### src/rtl/txq_pkg.sv
package txq_pkg;
  localparam int PRIO_W = 2;

  typedef struct packed {
    logic aborted;
    logic lost_arb;
    logic bus_err;
  } txq_flags_t;
endpackage

### src/rtl/txq_req_fsm.sv
module txq_req_fsm (
  input  logic clk,
  input  logic rst,
  input  logic tx_mode,
  input  logic auto_rtr,
  input  logic wr,
  input  logic wr_val,
  input  logic sent,
  input  logic aborted_ack,
  input  logic rtr_rx,
  input  logic q_empty,
  input  logic fifo_reset,
  output logic req_q,
  output logic abort_q,
  output logic raise_evt
);
  logic req_d, abort_d;

  always_comb begin
    req_d     = req_q;
    abort_d   = abort_q;
    raise_evt = 1'b0;
    if (fifo_reset || !tx_mode) begin
      req_d   = 1'b0;
      abort_d = 1'b0;
    end else if (abort_q) begin
      req_d = 1'b0;
      if (sent || aborted_ack) abort_d = 1'b0;
    end else if (wr) begin
      if (wr_val) begin
        req_d     = 1'b1;
        raise_evt = !req_q;
      end else if (req_q) begin
        req_d   = 1'b0;
        abort_d = 1'b1;
      end
    end else if (req_q && sent && q_empty) begin
      req_d = 1'b0;
    end else if (auto_rtr && rtr_rx) begin
      req_d = 1'b1;
    end
  end

  always_ff @(posedge clk) begin
    if (rst) begin
      req_q   <= 1'b0;
      abort_q <= 1'b0;
    end else begin
      req_q   <= req_d;
      abort_q <= abort_d;
    end
  end
endmodule

### src/rtl/txq_status.sv
module txq_status
  import txq_pkg::*;
(
  input  logic       clk,
  input  logic       rst,
  input  logic       fifo_reset,
  input  logic       sent,
  input  logic       aborted_ack,
  input  logic       lost_arb,
  input  logic       bus_err,
  input  logic       raise_evt,
  output txq_flags_t flags_q
);
  txq_flags_t flags_d;

  always_comb begin
    flags_d = flags_q;
    if (fifo_reset) begin
      flags_d = '0;
    end else begin
      if (aborted_ack)   flags_d.aborted = 1'b1;
      else if (sent)     flags_d.aborted = 1'b0;
      if (lost_arb)      flags_d.lost_arb = 1'b1;
      else if (raise_evt) flags_d.lost_arb = 1'b0;
      if (bus_err)       flags_d.bus_err = 1'b1;
      else if (raise_evt) flags_d.bus_err = 1'b0;
    end
  end

  always_ff @(posedge clk) begin
    if (rst) flags_q <= '0;
    else     flags_q <= flags_d;
  end
endmodule

### src/rtl/txq_prio_reg.sv
module txq_prio_reg #(
  parameter int W = 2
) (
  input  logic         clk,
  input  logic         rst,
  input  logic [W-1:0] prio_in,
  output logic [W-1:0] prio_q
);
  always_ff @(posedge clk) begin
    if (rst) prio_q <= '0;
    else     prio_q <= prio_in;
  end
endmodule

### src/rtl/txq_ctrl.sv
module txq_ctrl
  import txq_pkg::*;
#(
  parameter int PW = PRIO_W
) (
  input  logic          clk,
  input  logic          rst,
  input  logic          cfg_tx_mode,
  input  logic          cfg_auto_rtr,
  input  logic [PW-1:0] cfg_prio,
  input  logic          sw_req_wr,
  input  logic          sw_req_val,
  input  logic          eng_sent,
  input  logic          eng_lost_arb,
  input  logic          eng_bus_err,
  input  logic          eng_aborted,
  input  logic          eng_rtr_rx,
  input  logic          q_empty,
  input  logic          fifo_reset,
  output logic          req,
  output logic          abort_req,
  output logic          stat_aborted,
  output logic          stat_lost_arb,
  output logic          stat_bus_err,
  output logic [PW-1:0] arb_prio
);
  logic       raise_evt;
  txq_flags_t flags;

  txq_req_fsm u_fsm (
    .clk(clk), .rst(rst), .tx_mode(cfg_tx_mode), .auto_rtr(cfg_auto_rtr),
    .wr(sw_req_wr), .wr_val(sw_req_val), .sent(eng_sent),
    .aborted_ack(eng_aborted), .rtr_rx(eng_rtr_rx), .q_empty(q_empty),
    .fifo_reset(fifo_reset), .req_q(req), .abort_q(abort_req),
    .raise_evt(raise_evt)
  );

  txq_status u_stat (
    .clk(clk), .rst(rst), .fifo_reset(fifo_reset), .sent(eng_sent),
    .aborted_ack(eng_aborted), .lost_arb(eng_lost_arb), .bus_err(eng_bus_err),
    .raise_evt(raise_evt), .flags_q(flags)
  );

  txq_prio_reg #(.W(PW)) u_prio (
    .clk(clk), .rst(rst), .prio_in(cfg_prio), .prio_q(arb_prio)
  );

  assign stat_aborted  = flags.aborted;
  assign stat_lost_arb = flags.lost_arb;
  assign stat_bus_err  = flags.bus_err;
endmodule

### config.mk
export PLATFORM = sky130hd
export DESIGN_NAME = txq_ctrl
export DESIGN_NICKNAME = d
export VERILOG_FILES = /design/src/rtl/txq_pkg.sv /design/src/rtl/txq_req_fsm.sv /design/src/rtl/txq_status.sv /design/src/rtl/txq_prio_reg.sv /design/src/rtl/txq_ctrl.sv
export SDC_FILE = /design/constraint.sdc
export NUM_CORES = 1
export LEC_CHECK = 0
export BUFFER_PORTS_ARGS = -buffer_cell sky130_fd_sc_hd__buf_2
export CORE_AREA = 2 2 39 41
export CTS_CLUSTER_SIZE = 10
export DETAILED_ROUTE_END_ITERATION = 8
export DIE_AREA = 0 0 41 43
export GPL_ROUTABILITY_DRIVEN = 0
export HOLD_SLACK_MARGIN = 0.1
export PLACE_DENSITY = 0.48
export SYNTH_ARGS = -nofsm -noshare
export SYNTH_HDL_FRONTEND = slang
export SYNTH_HIERARCHICAL = 1
export SYNTH_SLANG_ARGS = --single-unit
### constraint.sdc
create_clock -name clk -period 2.9 [get_ports clk]
set_input_delay 0.435 -clock clk [delete_from_list [all_inputs] [get_ports clk]]
set_output_delay 0.435 -clock clk [all_outputs]
set_load 0.05 [all_outputs]
==> results_dict.tcl <==
set metrics [dict create \
    cts_sinks 7 \
    dieArea_um2 1760 \
    arrival_ns 0.92 \
    die_y_um 43 \
    wirelength_um 702 \
    area_growth_pct 51.1 \
    grt_pass1_wl_um 1150 \
    clk_latency_ns 0.25 \
    syn_area_um2 297 \
    die_w_um 41 \
    drive_above_1_share_pct 50.9 \
    synth_top_area_share_pct 47.3 \
    tightest_slew_ns 0.248 \
    clk_pin_slew_ns 0.05 \
    path_cells "buf_2" \
    hold_viol 0 \
    ctsResizeCount 0 \
    finClkSkew_ns 0.00402 \
    clk_path_buf_depth 2 \
    p_leak_nw 0.215 \
    vdd_drop_max_v 0.000206 \
    synth.distinct_cells 16 \
    finalMaxSlewViolations 0 \
    ys_seq_area_share_pct 47.3 \
    syn_avg_cell_area_um2 9.88 \
    fmax_ghz 0.737 \
    critPathTopFamily "flip-flops" \
    required_ns 2.47 \
    grt_antenna_before_repair 0 \
    synth_compound_area_share_pct 13.1 \
    ctsHoldBuffers 0 \
    fin_crit_ns 1.36 \
    portBuffers 21 \
    wl_per_cell_um 9.89 \
    wl_met1_um 262 \
    cts_root_buf "clkbuf_4" \
    grt-ovfl-total 0 \
    yosys_warnings 6 \
    worst_path_largest_cell_delay_ns 0.39 \
    dp_slack_ns 1.59 \
    timing.setup.tns_ns 0 \
    rsz0062_at_grt "false" \
    setup.worst_path.start_class "register" \
    ys_top_cells_by_area "dfxtp_1, a21oi_2, nand2b_1" \
    outcome "completed" \
    htreeDepth 1 \
    met2WireLength_um 366 \
    track_usage_pct 10.1 \
    core_area_um2 1380 \
    synthCells 30 \
    synthAdderAreaFrac_pct 0 \
    first_global_vias 317 \
    crit_fanout 5 \
    start_util_pct 21.4 \
    cap_violations 0 \
    synth-xor-area-share_pct 0 \
    topRoutingLayerUsed "met3" \
    crit_type "register to primary output" \
    period_share_pct 46.8 \
    yosys.area_share.simple_pct 32.5 \
    antenna_left 0 \
    drc 0 \
    power_density_nw_per_um2 512 \
    cts_tree "built" \
    routed-wl-met3_um 73 \
    first_pass_iters 3 \
    ios 22 \
    slew_headroom_pct 83.2 \
    crit_buf_inv 1 \
    cts_buffers 3 \
    n_fill_cell 152 \
    most-common-layout-cells "buf_2, dfxtp_1" \
    yosys.area.top_type "dfxtp_1" \
    ys_ff_latch 7 \
    hold_path_class "primary input to register" \
    crit_path_end_kind "primary output" \
    vias_per_cell 4.25 \
    grt_max_degree 6 \
    fp-row-count 14 \
    final_common_cell "buf_2" \
    antennaDiodeCount 0 \
    final_nets 71 \
    syn_nets 45 \
    rrSetupSlack_ns 1.83 \
    dr_total_vias 302 \
    synth_top_family_by_area "simple AND/OR/NAND/NOR gates" \
    timing.final.ws_setup_ns 1.54 \
    setup_viol 0 \
    cp_slowest_cell "dfxtp_1" \
    drtIter0Drc 5 \
    cts_setup_buffers 0 \
    synth_mux_area_share_pct 3.38 \
]
==> final timing paths <==
kind,depth (start not counted),start,to
max,1,u_fsm/abort_q,abort_req
max reg2reg,4,u_fsm/abort_q,u_stat/flags_q[0]
min reg2reg,2,u_stat/flags_q[2],u_stat/flags_q[2]
min,2,rst,u_prio/prio_q[0]
==> cells by family (layout without fill, tap and decap cells) <==
logic type      count (synthesis)  after routing
compound gates                  5              5
buf+inv                         3             28
flops                           7              7
mux                             1              1
simple gates                   14             14
==> final cells by class <==
| cell class | count | area [um2] | area share [%] |
|---|---|---|---|
| tap | 16 | 20.0 | 4.47 |
| multi-input combinational | 20 | 145 | 32.4 |
| clock buffer | 4 | 26.3 | 5.87 |
| timing repair buffer | 21 | 105 | 23.5 |
| inverter | 3 | 11.3 | 2.51 |
| sequential | 7 | 140 | 31.3 |
==> power breakdown <==
| group | internal, mW | total [mW] | switching [mW] |
|---|---|---|---|
| registers | 0.100 | 0.102 | 0.00193 |
| clock network | 0.0524 | 0.0872 | 0.0347 |
| logic | 0.0156 | 0.0401 | 0.0245 |
==> layer usage <==
layer / up-vias / GRT usage [%]
met2: 12 / 16.6
met1: 137 / 9.35
met5: - / 0
li1: 153 / -
met3: 0 / 7.85
met4: 0 / 2.00
==> cells in the mapped netlist (all sizes together) <==
library cell,instances
nor4bb,1
mux2i,1
a211oi,1
inv,3
nor3b,1
a21oi,4
nor2,2
nand2b,3
dfxtp,7
nand4bb,1
nor4,1
or2,1
or3b,1
nor2b,2
nand3,1
==> through the flow <==
stage	total power, mW	instance area, um2	std cells	hold WS (ns)	util [%]
after floorplan	0.128	297	30	0.507	-
after global placement	0.145	422	67	0.476	30.5
after detailed placement	0.145	422	67	0.478	30.5
after CTS	0.234	448	71	0.383	32.4
after global routing	0.243	448	71	0.380	32.4
final	0.230	448	71	0.389	32.4
==> registers in the layout, indices dropped and copies added, names as in the netlist <==
register,cells
u_fsm/abort_q,1
u_fsm/req_q,1
u_stat/flags_q,3
u_prio/prio_q,2
(Power assumes the default switching activity.)
